### src/rtl/pps_gate_pkg.sv
`timescale 1ns/1ps
package pps_gate_pkg;
    typedef enum logic [1:0] {
        ST_IDLE = 2'd0,
        ST_WAIT = 2'd1,
        ST_HIGH = 2'd2
    } gate_state_e;
endpackage

### src/rtl/pps_edge_sync.sv
`timescale 1ns/1ps
module pps_edge_sync #(
    parameter int STAGES = 2
) (
    input  logic clk,
    input  logic rst,
    input  logic async_in,
    output logic rise_o
);
    // sync chain plus one history flop for edge detection
    logic [STAGES:0] chain_q;

    always_ff @(posedge clk) begin
        if (rst) chain_q <= '0;
        else     chain_q <= {chain_q[STAGES-1:0], async_in};
    end

    assign rise_o = chain_q[STAGES-1] & ~chain_q[STAGES];
endmodule

### src/rtl/gate_cfg_regs.sv
`timescale 1ns/1ps
module gate_cfg_regs #(
    parameter int CNT_W     = 4,
    parameter int MIN_WIDTH = 2
) (
    input  logic             clk,
    input  logic             rst,
    input  logic             upd_stb,
    input  logic [CNT_W-1:0] duty_in,
    input  logic [CNT_W-1:0] delay_in,
    input  logic             idle,
    output logic [CNT_W-1:0] work_width,
    output logic [CNT_W-1:0] work_delay
);
    localparam logic [CNT_W-1:0] MIN_V = CNT_W'(MIN_WIDTH);

    logic [CNT_W-1:0] stage_width, stage_delay;
    logic             pend_q;

    function automatic logic [CNT_W-1:0] clamp_w(input logic [CNT_W-1:0] v);
        return (v < MIN_V) ? MIN_V : v;
    endfunction

    always_ff @(posedge clk) begin
        if (rst) begin
            work_width  <= MIN_V;
            work_delay  <= '0;
            stage_width <= MIN_V;
            stage_delay <= '0;
            pend_q      <= 1'b0;
        end else if (upd_stb && idle) begin
            work_width <= clamp_w(duty_in);
            work_delay <= delay_in;
            pend_q     <= 1'b0;
        end else if (upd_stb) begin
            // busy: park the request until the generator is idle
            stage_width <= clamp_w(duty_in);
            stage_delay <= delay_in;
            pend_q      <= 1'b1;
        end else if (pend_q && idle) begin
            work_width <= stage_width;
            work_delay <= stage_delay;
            pend_q     <= 1'b0;
        end
    end
endmodule

### src/rtl/gate_fsm.sv
`timescale 1ns/1ps
module gate_fsm
    import pps_gate_pkg::*;
#(
    parameter int CNT_W = 4
) (
    input  logic             clk,
    input  logic             rst,
    input  logic             pps_rise,
    input  logic [CNT_W-1:0] work_width,
    input  logic [CNT_W-1:0] work_delay,
    output logic             busy,
    output logic             gate_a,
    output logic             gate_b
);
    gate_state_e      state_q, state_d;
    logic [CNT_W-1:0] cnt_q, cnt_d;

    always_comb begin
        state_d = state_q;
        cnt_d   = cnt_q;
        unique case (state_q)
            ST_IDLE: begin
                if (pps_rise) begin
                    if (work_delay == '0) begin
                        state_d = ST_HIGH;
                        cnt_d   = work_width - 1'b1;
                    end else begin
                        state_d = ST_WAIT;
                        cnt_d   = work_delay - 1'b1;
                    end
                end
            end
            ST_WAIT: begin
                if (cnt_q == '0) begin
                    state_d = ST_HIGH;
                    cnt_d   = work_width - 1'b1;
                end else begin
                    cnt_d = cnt_q - 1'b1;
                end
            end
            ST_HIGH: begin
                if (cnt_q == '0) state_d = ST_IDLE;
                else             cnt_d   = cnt_q - 1'b1;
            end
            default: state_d = ST_IDLE;
        endcase
    end

    // state register
    always_ff @(posedge clk) begin
        if (rst) begin
            state_q <= ST_IDLE;
            cnt_q   <= '0;
        end else begin
            state_q <= state_d;
            cnt_q   <= cnt_d;
        end
    end

    // registered outputs, one flop per destination
    always_ff @(posedge clk) begin
        if (rst) begin
            gate_a <= 1'b0;
            gate_b <= 1'b0;
        end else begin
            gate_a <= (state_d == ST_HIGH);
            gate_b <= (state_d == ST_HIGH);
        end
    end

    assign busy = (state_q != ST_IDLE);
endmodule

### src/rtl/pps_gate_gen.sv
`timescale 1ns/1ps
module pps_gate_gen #(
    parameter int CNT_W       = 4,
    parameter int MIN_WIDTH   = 2,
    parameter int SYNC_STAGES = 2
) (
    input  logic             clk,
    input  logic             rst,
    input  logic             pps_in,
    input  logic             upd_stb,
    input  logic [CNT_W-1:0] duty_in,
    input  logic [CNT_W-1:0] delay_in,
    output logic             gate_out,
    output logic             gate_bypass_out
);
    logic             pps_rise;
    logic             busy;
    logic [CNT_W-1:0] work_width, work_delay;

    pps_edge_sync #(.STAGES(SYNC_STAGES)) u_sync (
        .clk(clk), .rst(rst), .async_in(pps_in), .rise_o(pps_rise)
    );

    gate_cfg_regs #(.CNT_W(CNT_W), .MIN_WIDTH(MIN_WIDTH)) u_cfg (
        .clk(clk), .rst(rst), .upd_stb(upd_stb),
        .duty_in(duty_in), .delay_in(delay_in), .idle(!busy),
        .work_width(work_width), .work_delay(work_delay)
    );

    gate_fsm #(.CNT_W(CNT_W)) u_fsm (
        .clk(clk), .rst(rst), .pps_rise(pps_rise),
        .work_width(work_width), .work_delay(work_delay),
        .busy(busy), .gate_a(gate_out), .gate_b(gate_bypass_out)
    );
endmodule

### config.mk
export PLATFORM = sky130hd
export DESIGN_NAME = pps_gate_gen
export DESIGN_NICKNAME = d
export VERILOG_FILES = /design/src/rtl/pps_gate_pkg.sv /design/src/rtl/pps_edge_sync.sv /design/src/rtl/gate_cfg_regs.sv /design/src/rtl/gate_fsm.sv /design/src/rtl/pps_gate_gen.sv
export SDC_FILE = /design/constraint.sdc
export NUM_CORES = 1
export LEC_CHECK = 0
export ABC_AREA = 1
export BUFFER_PORTS_ARGS = -buffer_cell sky130_fd_sc_hd__buf_2
export CELL_PAD_IN_SITES_DETAIL_PLACEMENT = 0
export CELL_PAD_IN_SITES_GLOBAL_PLACEMENT = 2
export CORE_ASPECT_RATIO = 0.6
export CORE_MARGIN = 4
export CORE_UTILIZATION = 25
export CTS_CLUSTER_DIAMETER = 60
export CTS_CLUSTER_SIZE = 30
export DETAILED_ROUTE_END_ITERATION = 16
export PLACE_DENSITY = 0.66
export SYNTH_ARGS = -nofsm -noshare
export SYNTH_HDL_FRONTEND = slang
export SYNTH_SLANG_ARGS = --single-unit
### constraint.sdc
create_clock -name clk -period 1.2 [get_ports clk]
set_input_delay 0.12 -clock clk [delete_from_list [all_inputs] [get_ports clk]]
set_output_delay 0.12 -clock clk [all_outputs]
set_load 0.01 [all_outputs]
# Word-level counts from Yosys, hierarchy flattened
# Index checks and enable logic that the tools add are counted.
dict set report totals {
  ff_bits 27
  input_bits 12
  output_inout_bits 2
  wordCells 55
}
dict set report classes {
  addsub 3
  magnitude_cmp 1
  eq_ne 6
  n_mux 19
  n_bitwise 3
  n_reduce_logical 14
}
# op count
set ops {}
lappend ops {{$mux W4} 11}
lappend ops {{$pmux W4 S3} 1}
lappend ops {{$sub A4 B1 Y4 const B} 3}
lappend ops {{$logic_not A4 Y1} 2}
lappend ops {{$mux W2} 4}
lappend ops {{$pmux W2 S3} 1}
lappend ops {{$reduce_bool A2 Y1} 3}
lappend ops {{$eq A2 B2 Y1 const B} 2}
lappend ops {{$lt A4 B2 Y1 const B} 1}
lappend ops {{$ne A2 B2 Y1 const B} 2}
lappend ops {{$reduce_and A2 Y1} 2}
lappend ops {{$reduce_and A3 Y1} 1}
lappend ops {{$reduce_bool A3 Y1} 1}
lappend ops {{$eq A2 B1 Y1 const B} 1}
lappend ops {{$logic_and A1 B1 Y1} 2}
lappend ops {{$logic_not A2 Y1} 1}
lappend ops {{$mux W1} 2}
lappend ops {{$ne A2 B1 Y1 const B} 1}
lappend ops {{$not A1 Y1} 2}
lappend ops {{$reduce_or A2 Y1} 1}
lappend ops {{$and A1 B1 Y1} 1}
lappend ops {{$logic_not A1 Y1} 1}

# Depth between registers and ports, before layout
dict set report depth {
  ltp_word 6
  depth_mapped 11
  ltp_nobuf 11
}

# Modules after synthesis
# A second synthesis with hierarchy kept.
dict set report hier_totals {
  hier_cells 205
  hier_area_um2 1451.4
}
# mod instances cells_each area_per_inst_um2
set by_module_without_submodules {}
lappend by_module_without_submodules {gate_fsm 1 110 694.4}
lappend by_module_without_submodules {gate_cfg_regs 1 84 666.9}
lappend by_module_without_submodules {pps_edge_sync 1 10 86.3}
lappend by_module_without_submodules {pps_gate_gen 1 1 3.8}

# Worst setup path before layout
# OpenSTA, ideal clock, no wires.
dict set report synth_path {
  kind {register -> register}
  from {reg u_fsm.state_q[0]}
  to {reg u_cfg.work_delay[3]}
  setup_ns 0.121
  t_arrival_ns 1.178
  required_ns 1.079
  slack_ns -0.099
  path_stages_with_launch 8
  synth_period_minus_slack_ns 1.299
  path_cell_list {dfxtp_1 -> inv_1 -> ha_1 -> o21ai_1 -> inv_2 -> buf_4 -> o21ai_1 -> a21oi_1}
}
dict set report synth_via {
  elab_chain_len 5
  word_cells_on_any_way 8
}
# item line
set synth_rtl {}
lappend synth_rtl {{start, declared} gate_fsm.sv:16} ;# gate_state_e state_q, state_d;
lappend synth_rtl {{start signal, assigned} gate_fsm.sv:56} ;# state_q <= state_d;
lappend synth_rtl {{$reduce_bool A2 Y1 (*)} gate_fsm.sv:72} ;# assign busy = (state_q != ST_IDLE);
lappend synth_rtl {{$logic_not A1 Y1 (*)} pps_gate_gen.sv:26} ;# .duty_in(duty_in), .delay_in(delay_in), .idle(!busy),
lappend synth_rtl {{$logic_and A1 B1 Y1, on equally long branches} {gate_cfg_regs.sv:31, gate_cfg_regs.sv:40}}
lappend synth_rtl {{$ne A2 B1 Y1 (no line) or $reduce_bool A2 Y1 (tied branches)} --}
lappend synth_rtl {{$reduce_and A2 Y1 (no line)} --}
lappend synth_rtl {{end signal, assigned} gate_cfg_regs.sv:33} ;# work_delay <= delay_in;
lappend synth_rtl {{end signal, assigned} gate_cfg_regs.sv:42} ;# work_delay <= stage_delay;
lappend synth_rtl {{end, declared} gate_cfg_regs.sv:13} ;# output logic [CNT_W-1:0] work_delay
# Mark *: on every way between the ends. The rest lies on a longest branch, timed or not.
# A chain may end at the register's enable or synchronous reset.

# Final worst setup path
dict set report layout_path {
  from {reg u_fsm.cnt_q[1]}
  to {reg u_fsm.cnt_q[2]}
}
dict set report layout_via {
  elab_chain_len 3
  word_cells_on_any_way 7
}
# item line
set layout_rtl {}
lappend layout_rtl {{start, declared} gate_fsm.sv:17} ;# logic [CNT_W-1:0] cnt_q, cnt_d;
lappend layout_rtl {{start signal, assigned} gate_fsm.sv:57} ;# cnt_q <= cnt_d;
lappend layout_rtl {{$sub A4 B1 Y4 or $logic_not A4 Y1 (tied branches)} --}
lappend layout_rtl {{$mux W4, or another cell as far along} gate_fsm.sv:43} ;# if (cnt_q == '0) state_d = ST_IDLE;
lappend layout_rtl {{$pmux W4 S3 or $reduce_and A3 Y1 (tied branches)} --}
# Parallel ways exist; a longest one is shown, timed or not. The select of a mux whose other input is x is not followed.

==> run_results.csv <==
group,metric,value,unit
outcome,status,"complete, but fails checks",
outcome,violations,"setup timing",
sta,hold_viol_final,0,
floorplan,dieArea,7118,um^2
placed_design,hpwl,2861,um
sta,period_share,1.046,
power_and_ir_drop,power_density,1198,nW/um^2
worst_setup_path,startpoint_type,"flop",
sta,fin_crit,1255,ps
cells_and_area,drive_gt1_frac,0.4603,
floorplan,core_area,5597,um^2
sta,max_freq,0.7967,GHz
synthesis,synth_cell_types,25,
floorplan,ios,14,
clock_tree,hold_buffers,0,
floorplan,rows,21,
sta,finalWorstSetupSlack,-55.15,ps
clock_tree,clk_path_buf_depth,2,
routing,wl,3815,um
grt,grt_overflow,0,
synthesis,syn_inst,208,
synthesis,synth.cell_area,1449,um^2
worst_setup_path,rr_worst_depth,10,
grt,grt_pass1_wl,6327,um
hold_path,min_path_cells,3,
grt,grt_pass1_vias,1338,
cells_and_area,stdcell_area,2125,um^2
worst_setup_path,cp-end-kind,"flop",
routing,first_iter_violations,65,
grt,grt_usage,0.1132,
worst_setup_path,crit_arrival,1470,ps
floorplan,start_util,0.2589,
clock_tree,cts.sinks,27,
job,cap_viol_max_count,0,
clock_tree,path_clk_slew,90,ps
sta,setup_violations,10,
clock_tree,htree_levels,1,
floorplan,die_w,106.3,um
sta,slew_viol_final,0,
synthesis,yosysWarnings,0,
power_and_ir_drop,leakage,0.9375,nW
worst_setup_path,r2r_start,"u_fsm.cnt_q[1]",
grt,grt_max_degree,18,
hold_path,hold_start,"pps_in",
routing,via_count,1433,
placed_design,routabilityCongestion,0.7332,
sta,rsz0062_at_grt,"yes",
sta,fin_setup_tns,-325.8,ps
hold_path,hold_class,"primary input to flop",
worst_setup_path,worstPathRequired,1410,ps
cells_and_area,num_antenna_cells,0,
clock_tree,cts_tree,"built",
clock_tree,insertion_delay,270,ps
worst_setup_path,r2r_setup_slack,-60,ps
routing,via_per_inst,4.316,
synthesis,synth_nets,228,
routing,drt_pass1_iterations,4,
synthesis,ys_seq_area_frac,0.3731,
clock_tree,cts_inserted_buffers,3,
placed_design,portBuffers,13,
power_and_ir_drop,peakVddDrop,534.3,uV
worst_setup_path,crit_type,"flop to flop",
cells_and_area,syn2layout_area_growth,46.63,%
routing,drc,0,
sta,tightest_slew,251.4,ps
sta,finalClockSkew,4.355,ps
placed_design,dpl_cell_area,1792,um^2
grt,antenna_found_initial,0,
hold_path,holdPathEnd,"u_sync.chain_q[0]",
worst_setup_path,path_max_fanout,4,
synthesis,synth_area_per_cell,6.966,um^2
sta,slew-limit-headroom,0.8318,
synthesis,ys_ff_latch,27,
cells_and_area,nNetsFinal,273,
floorplan,die_h,66.97,um
worst_setup_path,r2r_end,"u_fsm.cnt_q[2]",
routing,wl_per_cell,11.49,um
clock_tree,cts_root_buf,"clkbuf_8",
routing,antenna_left,0,
layout by cell type (no fill, tap or decap), types with 4 or more instances in the layout:
cell type   n
a21oi_1     9
a21oi_2     7
buf_2      13
buf_4      26
buf_6       5
dfxtp_1    21
dfxtp_2     4
ha_4        4
inv_1      13
inv_2      11
inv_4       5
nand2_1    24
nand2_2     7
nand2_4     5
nand3_1     6
nor2_1     30
o21ai_0     7
o21ai_1    10
o21ai_2     7
o22ai_1     7
how the worst max path moves through the flow:
stage | from | slack (ps) | cells past startpoint | to
2_1_floorplan | u_cfg.work_delay[0] | 0.6 | 10 | u_fsm.state_q[1]
3_3_place_gp | u_cfg.work_delay[0] | -170 | 11 | u_fsm.state_q[0]
3_5_place_dp | u_cfg.work_delay[0] | -170 | 11 | u_fsm.state_q[0]
4_1_cts | u_fsm.cnt_q[1] | -60 | 10 | u_fsm.cnt_q[2]
5_1_grt | u_cfg.work_delay[1] | -170 | 11 | u_fsm.state_q[0]
6_report | u_fsm.cnt_q[1] | -60 | 10 | u_fsm.cnt_q[2]
layout make-up:
cell class	instances	area, um^2
inverter	31	138.9
timing repair buffer	44	316.6
tap	80	100.1
timing repair inverter	1	8.758
sequential	27	553.0
clock buffer	4	45.04
multi-input combinational	145	962.2
fill	589	3472
report_power, final:
part	leakage [nW]	internal (mW)	switching, mW
sequential	0.224	0.980	0.0564
combinational	0.691	0.443	0.555
clock	0.0228	0.238	0.273
critical path, stage by stage (launching register included):
cell     delay, ps
dfxtp_2        330
inv_2           70
ha_4           160
nand2_4         70
nor2_4         160
inv_2           70
nor2_2          70
nor2_1          40
nand2_1         50
nand2_1         60
a21oi_2        110
registers in the layout, summed over array words and instances (netlist names), 2 cells and up:
register,count
u_cfg.stage_delay,4
u_cfg.stage_width,4
u_cfg.work_delay,4
u_cfg.work_width,4
u_fsm.cnt_q,4
u_sync.chain_q,3
u_fsm.state_q,2
what timing repair did:
action | in CTS | in global routing
gates resized for setup | 46 | 35
endpoints found under the setup margin | 23 | 23
endpoints found under the hold margin | 0 | 0
setup buffers | 3 | 4
gates cloned | 0 | 1
pin swaps | 14 | 7
routing by layer:
layer  GRT usage  vias to the layer above  part of all wire
met3     0.02614                        2             0.022
met2      0.1593                       11              0.36
met4     0.02423                        0            0.0050
met1      0.1714                      652              0.61
met5           0                        -                 0
li1            -                      768                 -
kinds of logic (layout without fill, tap and decap cells):
family / count (synthesis) / count (layout) / synth area share
AOI/OAI and AO/OA: 51 / 51 / 0.1917
xor gates and xnor gates: 2 / 2 / 0.01209
adders and majority gates: 8 / 8 / 0.06909
buffers and inverters: 36 / 80 / 0.09930
DFF: 27 / 27 / 0.3731
and+or+nand+nor: 84 / 84 / 0.2547
through the flow:
step | hold WS, ps | power [mW] | util | setup slack (ps) | std cells
final | 49.82 | 2.544 | 0.3796 | -55.15 | 332
after global routing | 66.16 | 2.744 | 0.3796 | -168.6 | 332
after CTS | 39.45 | 2.474 | 0.3550 | -63.70 | 327
after detailed placement | 329.5 | 1.802 | 0.3201 | -166.5 | 320
after global placement | 327.3 | 1.816 | 0.3201 | -168.8 | 320
after floorplan | 227.0 | 1.538 | - | 0.6484 | 208
synth_stat cells, drive strengths merged:
cell type	number	area share
a21oi	16	0.060
buf	3	0.014
clkbuf	2	0.0052
dfxtp	27	0.37
ha	8	0.069
inv	31	0.080
nand2	36	0.097
nand3	10	0.043
nand3b	1	0.0052
nor2	35	0.099
nor3	2	0.010
o211ai	2	0.010
o21ai	25	0.086
o22ai	8	0.035
xnor2	1	0.0060
xor2	1	0.0060
Note: power is estimated with default switching activity, not from simulation.
